--- src/rtl/efsm_pkg.sv ---
// Shared types for the three-state action controller.
// Assumes three states; the code width is derived from the count.
package efsm_pkg;
    localparam int NUM_ST = 3;
    localparam int ST_W   = $clog2(NUM_ST);

    typedef enum logic [ST_W-1:0] {
        ST_IDLE  = 2'd0,
        ST_STEPA = 2'd1,
        ST_STEPB = 2'd2
    } st_e;
endpackage

--- src/rtl/efsm_next.sv ---
// Next-state logic for the three-state controller.
// Idle waits for adv_i, and the two step states each last one cycle.
// Any code outside the three legal values goes back to idle.
module efsm_next
    import efsm_pkg::*;
(
    input  st_e  cur_i,
    input  logic adv_i,
    output st_e  nxt_o
);
    // Purpose: choose the successor of the current state.
    always_comb begin
        case (cur_i)
            ST_IDLE:  nxt_o = adv_i ? ST_STEPA : ST_IDLE;
            ST_STEPA: nxt_o = ST_STEPB;
            ST_STEPB: nxt_o = ST_IDLE;
            default:  nxt_o = ST_IDLE;
        endcase
    end
endmodule

--- src/rtl/efsm_strobe_cmp.sv ---
// Strobe generator, compare variant. It keeps a registered copy of the
// previous state. A strobe fires when the current and previous codes
// differ. The copy resets to an illegal code, so idle counts as entered
// in the first cycle after reset.
module efsm_strobe_cmp
    import efsm_pkg::*;
(
    input  logic              clk,
    input  logic              rst_n,
    input  st_e               cur_i,
    output logic [NUM_ST-1:0] arrive_o,
    output logic [NUM_ST-1:0] depart_o
);
    localparam logic [ST_W-1:0] PREV_RST = {ST_W{1'b1}};

    logic [ST_W-1:0] prev_q;

    // Purpose: track the state code of the previous cycle.
    always_ff @(posedge clk) begin
        if (!rst_n) prev_q <= PREV_RST;
        else        prev_q <= cur_i;
    end

    for (genvar k = 0; k < NUM_ST; k++) begin : g_cmp
        localparam logic [ST_W-1:0] CODE = ST_W'(k);
        // Purpose: arrival when now in k and was not; departure the reverse.
        always_comb begin
            arrive_o[k] = rst_n && (cur_i == CODE) && (prev_q != CODE);
            depart_o[k] = rst_n && (prev_q == CODE) && (cur_i != CODE);
        end
    end
endmodule

--- src/rtl/efsm_strobe_path.sv ---
// Strobe generator, transition variant. The strobes are registered on
// the edge where the next-state logic picks a different state, so they
// appear in the first cycle the new state is visible. Reset preloads the
// idle arrival strobe so that it matches the compare variant.
module efsm_strobe_path
    import efsm_pkg::*;
(
    input  logic              clk,
    input  logic              rst_n,
    input  st_e               cur_i,
    input  st_e               nxt_i,
    output logic [NUM_ST-1:0] arrive_o,
    output logic [NUM_ST-1:0] depart_o
);
    logic [NUM_ST-1:0] arrive_q;
    logic [NUM_ST-1:0] depart_q;

    // Purpose: capture one-hot strobes on each change of state.
    always_ff @(posedge clk) begin
        if (!rst_n) begin
            arrive_q <= NUM_ST'(1);
            depart_q <= '0;
        end else begin
            arrive_q <= '0;
            depart_q <= '0;
            if (nxt_i != cur_i) begin
                arrive_q[int'(nxt_i)] <= 1'b1;
                if (int'(cur_i) < NUM_ST) depart_q[int'(cur_i)] <= 1'b1;
            end
        end
    end

    // Purpose: keep the strobes quiet while reset is held.
    always_comb begin
        arrive_o = rst_n ? arrive_q : '0;
        depart_o = rst_n ? depart_q : '0;
    end
endmodule

--- src/rtl/entry_exit_fsm.sv ---
// Top of the three-state controller with arrival and departure strobes.
// It holds the state register and drives the level action. STROBE_MODE
// picks the strobe generator: 0 compares with the previous state, and 1
// registers the strobes on the transition. Reset is synchronous and active low.
module entry_exit_fsm
    import efsm_pkg::*;
#(
    parameter int STROBE_MODE = 0
) (
    input  logic              clk,
    input  logic              rst_n,
    input  logic              adv_i,
    output logic [ST_W-1:0]   state_o,
    output logic              busy_n_o,
    output logic [NUM_ST-1:0] arrive_o,
    output logic [NUM_ST-1:0] depart_o
);
    st_e state_q;
    st_e state_d;

    efsm_next u_next (
        .cur_i (state_q),
        .adv_i (adv_i),
        .nxt_o (state_d)
    );

    // Purpose: hold the current state.
    always_ff @(posedge clk) begin
        if (!rst_n) state_q <= ST_IDLE;
        else        state_q <= state_d;
    end

    // Purpose: drive the state code and the level action while idle.
    always_comb begin
        state_o  = state_q;
        busy_n_o = (state_q == ST_IDLE);
    end

    if (STROBE_MODE == 0) begin : g_cmp
        efsm_strobe_cmp u_strb (
            .clk      (clk),
            .rst_n    (rst_n),
            .cur_i    (state_q),
            .arrive_o (arrive_o),
            .depart_o (depart_o)
        );
    end else begin : g_path
        efsm_strobe_path u_strb (
            .clk      (clk),
            .rst_n    (rst_n),
            .cur_i    (state_q),
            .nxt_i    (state_d),
            .arrive_o (arrive_o),
            .depart_o (depart_o)
        );
    end

    AST_IDLE_HOLD: assert property (@(posedge clk) disable iff (!rst_n)
        (state_q == ST_IDLE && !adv_i) |=> (state_q == ST_IDLE));
    AST_IDLE_GO: assert property (@(posedge clk) disable iff (!rst_n)
        (state_q == ST_IDLE && adv_i) |=> (state_q == ST_STEPA));
    AST_STEPA_ONE: assert property (@(posedge clk) disable iff (!rst_n)
        (state_q == ST_STEPA) |=> (state_q == ST_STEPB));
    AST_STEPB_ONE: assert property (@(posedge clk) disable iff (!rst_n)
        (state_q == ST_STEPB) |=> (state_q == ST_IDLE));
    AST_ARRIVE_SINGLE: assert property (@(posedge clk) disable iff (!rst_n)
        $onehot0(arrive_o));
    AST_NO_ARRIVE_STABLE: assert property (@(posedge clk) disable iff (!rst_n)
        ($past(rst_n) && state_q == $past(state_q)) |-> (arrive_o == '0));
    AST_DEPART_PAIRED: assert property (@(posedge clk) disable iff (!rst_n)
        (depart_o != '0) |-> ($countones(arrive_o) == 1));
    AST_RESET_ARRIVE: assert property (@(posedge clk) disable iff (!rst_n)
        !$past(rst_n) |-> (arrive_o[0] && depart_o == '0));
endmodule

--- config.mk ---
export PLATFORM = sky130hd
export DESIGN_NAME = entry_exit_fsm
export DESIGN_NICKNAME = d
export VERILOG_FILES = /design/src/rtl/efsm_pkg.sv /design/src/rtl/efsm_next.sv /design/src/rtl/efsm_strobe_cmp.sv /design/src/rtl/efsm_strobe_path.sv /design/src/rtl/entry_exit_fsm.sv
export SDC_FILE = /design/constraint.sdc
export NUM_CORES = 1
export LEC_CHECK = 0
export ABC_AREA = 1
export BUFFER_PORTS_ARGS = -buffer_cell sky130_fd_sc_hd__buf_2
export CORE_AREA = 2 2 39 41
export CTS_BUF_LIST = sky130_fd_sc_hd__clkbuf_2
export DETAILED_ROUTE_END_ITERATION = 10
export DIE_AREA = 0 0 41 43
export GPL_ROUTABILITY_DRIVEN = 0
export PLACE_DENSITY_LB_ADDON = 0.25
export SETUP_SLACK_MARGIN = 0.3
export SLEW_MARGIN = 15
export SYNTH_ARGS = -nofsm -noshare
export SYNTH_HDL_FRONTEND = slang
export SYNTH_HIERARCHICAL = 1
export SYNTH_SLANG_ARGS = --single-unit
--- constraint.sdc ---
create_clock -name clk -period 0.84 [get_ports clk]
set_clock_uncertainty 0.05 [all_clocks]
set_input_delay 0.042 -clock clk [delete_from_list [all_inputs] [get_ports clk]]
set_output_delay 0.042 -clock clk [all_outputs]
set_load 0.01 [all_outputs]
* Yosys cells after proc, flatten, opt, wreduce, memory -nomap -nowiden
Cells that the tools add are included.
Word-level totals: output and inout port bits 9, input port bits 3, register bits after elaboration 4
Cells by class: reductions and logical operators 16, equal/unequal tests 8, muxes and demuxes 2
Operators with widths (count):
- $logic_and A1 B1 Y1 | 12
- $eq A2 B1 Y1 const B | 2
- $eq A2 B2 Y1 const B | 2
- $logic_not A2 Y1 | 2
- $ne A2 B1 Y1 const B | 2
- $ne A2 B2 Y1 const B | 2
- $pmux W2 S2 | 1
- $reduce_bool A2 Y1 | 2
- $mux W1 | 1

* Depth between registers and ports, before layout
Gate-level depths: netlist (run 1).
word-level depth 3, gate-level depth with buffers 5, depth with buffers taken out 5

* Modules after synthesis
Netlist (run 1), hierarchy kept.
By module, submodules not included:
- efsm_strobe_cmp | area each 151.4 um2, instances 1, cells an instance 27, sequential area each 40.0 um2
- entry_exit_fsm | area each 58.8 um2, instances 1, cells an instance 7, sequential area each 40.0 um2
- efsm_next | area each 21.3 um2, instances 1, cells an instance 5, sequential area each 0.0 um2

* Least setup slack after synthesis (run 1)
OpenSTA, ideal clock, no wires.
path kind register to register, start reg state_q[1] (netlist: state_o[1]), end reg state_q[0] (netlist: state_o[0]), arrival time 0.714 ns, library setup time 0.109 ns, path slack -0.032 ns, stages on the path, launching flop included 6, cells stage by stage dfxtp_1 -> inv_1 -> nand2_1 -> nor2_2 -> nand2_1 -> inv_1
On the way: word-level cells in the longest chain between the ends 2, elaborated cells on any way between the ends 3, those cells by class 1 x eq/ne; 1 x mux; 1 x reduce/logical
Ends and longest elaborated chain:
- start, declared | line entry_exit_fsm.sv:18 | st_e state_q;
- start signal, assigned | line entry_exit_fsm.sv:30 | else state_q <= state_d;
- $eq A2 B1 Y1 or $logic_not A2 Y1 (tied branches) | line efsm_next.sv:13 | case (cur_i)
- $pmux W2 S2 * | line efsm_next.sv:13
- net state_d[0] | line entry_exit_fsm.sv:19 | st_e state_d;
The timed path passes the listed nets; every way through them passes the cells marked *. A chain may end at the register's enable or synchronous reset.

* Worst setup path in the final report (run 1)
start reg g_cmp.u_strb.prev_q[1], end out depart_o[0]
On the way: word-level cells in the longest chain between the ends 3
Ends and longest elaborated chain:
- start, declared | line efsm_strobe_cmp.sv:16 | logic [ST_W-1:0] prev_q;
- start signal, assigned | line efsm_strobe_cmp.sv:21 | else prev_q <= cur_i;
- $logic_not A2 Y1 | line efsm_strobe_cmp.sv:29 | depart_o[k] = rst_n && (prev_q == CODE) && (cur_i != CODE);
- $logic_and A1 B1 Y1 (2 in series) | line efsm_strobe_cmp.sv:29
- end, declared | line entry_exit_fsm.sv:16 | output logic [NUM_ST-1:0] depart_o
Every way passes these cells.

==> results.toml, run 1 <==
[outcome]
outcome = "finished with violations"
violations = "setup timing"

[pwr]
seqPwrFrac = 0.439
peakVddDrop_mv = 0.691
p_int_uw = 352
swShare = 0.314
p_leak_uw = 0.000207
power.share.clock = 0.326
p_switching_uw = 161
combPwrFrac = 0.236
p_per_area_nw_per_um2 = 1280

[worst_hold_path]
hold_class = "in -> reg"

[setup_path]
required_ns = 0.75
endpoint_kind = "output pin"
path_max_fanout = 4
worstSetupPathType = "reg -> out"
crit_path_start_kind = "flip-flop"
cp.arrival_ns = 0.93

[sta]
setup_viol = 9
rsz0062_at_grt = "true"
fin_crit_ns = 1.02
slew_headroom = 0.867
max_freq_ghz = 0.976
setup_slack_ns = -0.185
worstMarginPinSlew_ns = 0.200
slew_viol_final = 0
finalHoldViolCount = 0
fin_crit_sh = 1.22

[yosys]
syn_nets = 42
synth_area_per_cell_um2 = 5.94
yosysWarnings = 6
ys_seq_area_frac = 0.346
synth_cells = 39
synth.cell_area_um2 = 231
ys_ff_latch = 4
yosysUniqueCellTypes = 7

[cts]
clock_latency_ns = 0.20
cts.reportedPaths.clkPinSlew_ns = 0.04
cts_buffer_depth = 2
cts_tree = "done"
numCtsBuffers = 3
clockRootBuffer = "clkbuf_2"
cts_sinks = 4
cts-htree-levels = 1

[final_layout]
final_cell_mix = "buf_2 (9), nor2_1 (6), nand2_1 (6), nor2_2 (6)"
fin_nets = 59
fill_cells = 159
drive_gt1_frac = 0.685
fin_area_um2 = 402
area_growth_pct = 73.5
layout_commonest_cell = "buf_2"
n_antenna_cell = 0

[global_route]
grt_pass1_vias = 220
grt-ovfl-total = 0
grt_pass1_wl_um = 869
grt_usage = 0.0773
grt_antenna_before_repair = 0
grt_max_degree = 11

[floorplanning]
die_w_um = 41
die_h_um = 43
initial_core_util = 0.167
core.rowCount = 14
io_pins = 12
dieArea_um2 = 1760
fp.coreArea_um2 = 1380

[routing]
route.detailed.drc = 0
via_count = 263
drtIter0Drc = 1
drt-total-wl_um = 535
routed_via_density = 3.76
ant_nets = 0
wl_per_cell_um = 7.64
drt-pass1-iter-count = 3

[flow_run]
max_cap_violations = 0

[placement]
dp_slack_ns = 0.00600
dp_hpwl_um = 400
dpl-instance-area_um2 = 328
io_buffers = 11
## logic make-up (layout without fill, tap and decap cells)
kind of cell / after synthesis / after routing / synth area share
buffers and inverters: 9 / 24 / 0.178
flip-flops: 4 / 4 / 0.346
AND/OR/NAND/NOR: 26 / 26 / 0.476
## layer usage
metal  global-route usage  share of wire
met4               0.0600              0
met5                    0              0
met3               0.0471          0.060
met1               0.0997           0.51
met2               0.0875           0.43
## state kept, by name, summed over array words and instances, names as in the netlist
signal / flops
g_cmp.u_strb/prev_q: 2
state_o: 2
## area by class of cell
class                      count  area, um^2  area share
clock buffer                   3        15.0      0.0374
multi-input combinational     26         153       0.380
inverter                       8        32.5      0.0810
timing repair buffer          13        86.3       0.215
tap                           16        20.0      0.0498
sequential                     4        95.1       0.237
## worst max-delay path, cell delays in order (launching register included)
cell and delay (ns):
dfxtp_4 0.36, nor2_4 0.11, nand2_1 0.06, nor2_1 0.09, buf_2 0.13
## repair_timing
item | in CTS | in global routing
gates resized for setup | 8 | 6
hold buffers | 0 | 0
pin swaps | 2 | 3
setup buffers | 1 | 1
endpoints found under the setup margin | 13 | 13
## through the flow
stage	power [uW]	util	hold WS (ns)	cells	setup TNS, ns
final	513	0.290	0.0730	70	-1.20
after global routing	557	0.290	0.0714	70	-1.87
after CTS	516	0.270	0.0580	69	-1.31
after detailed placement	326	0.237	0.278	65	0
after global placement	327	0.237	0.273	65	-0.00682
after floorplan	295	-	0.0848	39	0
## final timing paths
check | start | end | slack, ns | cells after the start
max | g_cmp.u_strb/prev_q[1] | depart_o[0] | -0.18 | 4
min | rst_n | g_cmp.u_strb/prev_q[0] | 0.07 | 2
max reg2reg | state_o[1] | state_o[0] | -0.02 | 6
min reg2reg | state_o[1] | g_cmp.u_strb/prev_q[1] | 0.47 | 2
## synthesized netlist by cell type, drive strengths merged
cell type / n / area share
buf: 1 / 0.049
dfxtp: 4 / 0.35
inv: 8 / 0.13
nand2: 7 / 0.11
nand3: 4 / 0.086
nor2: 15 / 0.28
## power by group through the flow
stage	sequential (uW)	combinational [uW]	clock, uW
floorplan	224	70.8	0
global placement	226	101	0
detailed placement	226	99.4	0
CTS	224	112	179
global route	227	138	192
finish	225	121	167
Power figures use the tool's default switching activity.
==> inputs of run 2 (changes only) <==
==> constraint.sdc (replaced) <==
create_clock -name clk -period 1.2 [get_ports clk]
set_clock_uncertainty 0.05 [all_clocks]
set_input_delay 0.06 -clock clk [delete_from_list [all_inputs] [get_ports clk]]
set_output_delay 0.06 -clock clk [all_outputs]
set_load 0.01 [all_outputs]
==> results.toml, run 2 (synthesis results as in run 1) <==
[placement]
dpl-instance-area_um2 = 295
dp_cells = 65
dp_slack_ns = 0.190
io_buffers = 11
dp_hpwl_um = 399

[floorplanning]
initial_core_util = 0.167
core.rowCount = 14
io_pins = 12
dieArea_um2 = 1760
die_w_um = 41
fp.coreArea_um2 = 1380
die_h_um = 43

[outcome]
outcome = "finished, final reports clean"

[setup_path]
crit_chain = "nor2_4 -> nand2_1 -> nor2_1 -> buf_2"
cp-endpoint = "arrive_o[0]"
crit_cells = 4
required_ns = 1.09
worstSetupPathType = "reg -> out"
max_stage_delay_ns = 0.38
worstReg2RegEnd = "state_o[0]"
reg2reg_slack_ns = 0.38
crit_start = "state_o[1]"
crit_slowest_cell = "dfxtp_4"
crit_path_start_kind = "flip-flop"
critPathBufInv = 1
worstReg2RegStart = "state_o[0]"
critPathTopFamily = "flip-flops"
cp.arrival_ns = 0.94
worstRegToRegCells = 4
endpoint_kind = "output pin"
path_max_fanout = 8

[cts]
clock_latency_ns = 0.20
cts_buffer_depth = 2
cts-htree-levels = 1
cts.reportedPaths.clkPinSlew_ns = 0.04
cts_tree = "done"
numCtsBuffers = 3
cts_sinks = 4
cts_hold_buf = 0
clockRootBuffer = "clkbuf_2"

[global_route]
grt_pass1_vias = 218
grt_pass1_wl_um = 807
grt_usage = 0.0754
grt_max_degree = 11
grt_antenna_before_repair = 0
grt-ovfl-total = 0

[pwr]
combPwrFrac = 0.206
p_int_uw = 242
p_leak_uw = 0.000204
p_switching_uw = 105
power.share.clock = 0.336
p_per_area_nw_per_um2 = 982
swShare = 0.302
seqPwrFrac = 0.458
peakVddDrop_mv = 0.436

[flow_run]
max_cap_violations = 0

[routing]
route.detailed.drc = 0
ant_nets = 0
wl_per_cell_um = 8.19
drt-pass1-iter-count = 2
via_count = 263
routed_via_density = 3.76
drt-total-wl_um = 573
drtIter0Drc = 7

[sta]
fin_crit_sh = 0.872
slew_viol_final = 0
tns_ns = 0
rsz0062_at_grt = "true"
finalHoldViolCount = 0
setup_slack_ns = 0.154
worstMarginPinSlew_ns = 0.187
slew_headroom = 0.875
fin_crit_ns = 1.05
hold_ws_ns = 0.0812
setup_viol = 0
max_freq_ghz = 0.956

[final_layout]
fill_cells = 170
n_antenna_cell = 0
fin_area_um2 = 353
multi_input_comb_area_um2 = 123
area_growth_pct = 52.4
final_cell_mix = "nor2_1 (11), buf_2 (11), nand2_1 (7)"
fin_nets = 59
seqCellArea_um2 = 90.1
drive_gt1_frac = 0.519
instances_no_fill = 70

[worst_hold_path]
hold_class = "in -> reg"
run 2: cell counts in the layout (fill, tap and decap cells not counted):
No cell type changed its count.
run 2: worst register-to-register path, stage by stage (launching register included):
cell	delay (ns)
dfxtp_4	0.38
buf_4	0.14
nor2_2	0.09
nand2_1	0.05
inv_1	0.05
run 2: area by class of cell:
class                           instances  share of cell area
Sequential cell                         4               0.255
Multi-Input combinational cell         26               0.348
Tap cell                               16              0.0567
Inverter                                8              0.0993
Clock buffer                            3              0.0426
Timing Repair Buffer                   13               0.199
run 2: timing repair:
item / 4_1_cts / 5_1_grt
resized for setup: 10 / 4
gates cloned: 0 / 0
setup buffers: 1 / 1
pin swaps: 3 / 4
endpoints found under the setup margin: 9 / 9
run 2: stage by stage:
step / power, uW / util
2_1_floorplan: 198 / -
3_3_place_gp: 220 / 0.213
3_5_place_dp: 219 / 0.213
4_1_cts: 351 / 0.243
5_1_grt: 379 / 0.255
6_report: 346 / 0.255
run 2: worst min path at each step:
stage | startpoint | end | slack [ns] | cells past startpoint
CTS | rst_n | g_cmp.u_strb/prev_q[1] | 0.06 | 2
detailed placement | rst_n | g_cmp.u_strb/prev_q[1] | 0.28 | 2
global route | rst_n | g_cmp.u_strb/prev_q[1] | 0.07 | 2
global placement | rst_n | g_cmp.u_strb/prev_q[0] | 0.29 | 2
finish | rst_n | g_cmp.u_strb/prev_q[1] | 0.08 | 2
floorplan | rst_n | state_o[0] | 0.10 | 2
run 2: layer usage:
layer / vias up / routed length (um) / GRT usage
li1: 145 / - / -
met1: 109 / 272 / 0.0742
met2: 9 / 270 / 0.0969
met3: 0 / 30 / 0.0471
met4: 0 / 0 / 0.0800
met5: - / 0 / 0
run 2: power by group through the flow:
stage               clock network [uW]  logic [uW]  registers (uW)
floorplan                            0        41.3             157
global placement                     0        62.2             158
detailed placement                   0        61.6             158
CTS                                126        67.7             157
global route                       137        80.8             161
finish                             116        71.5             159
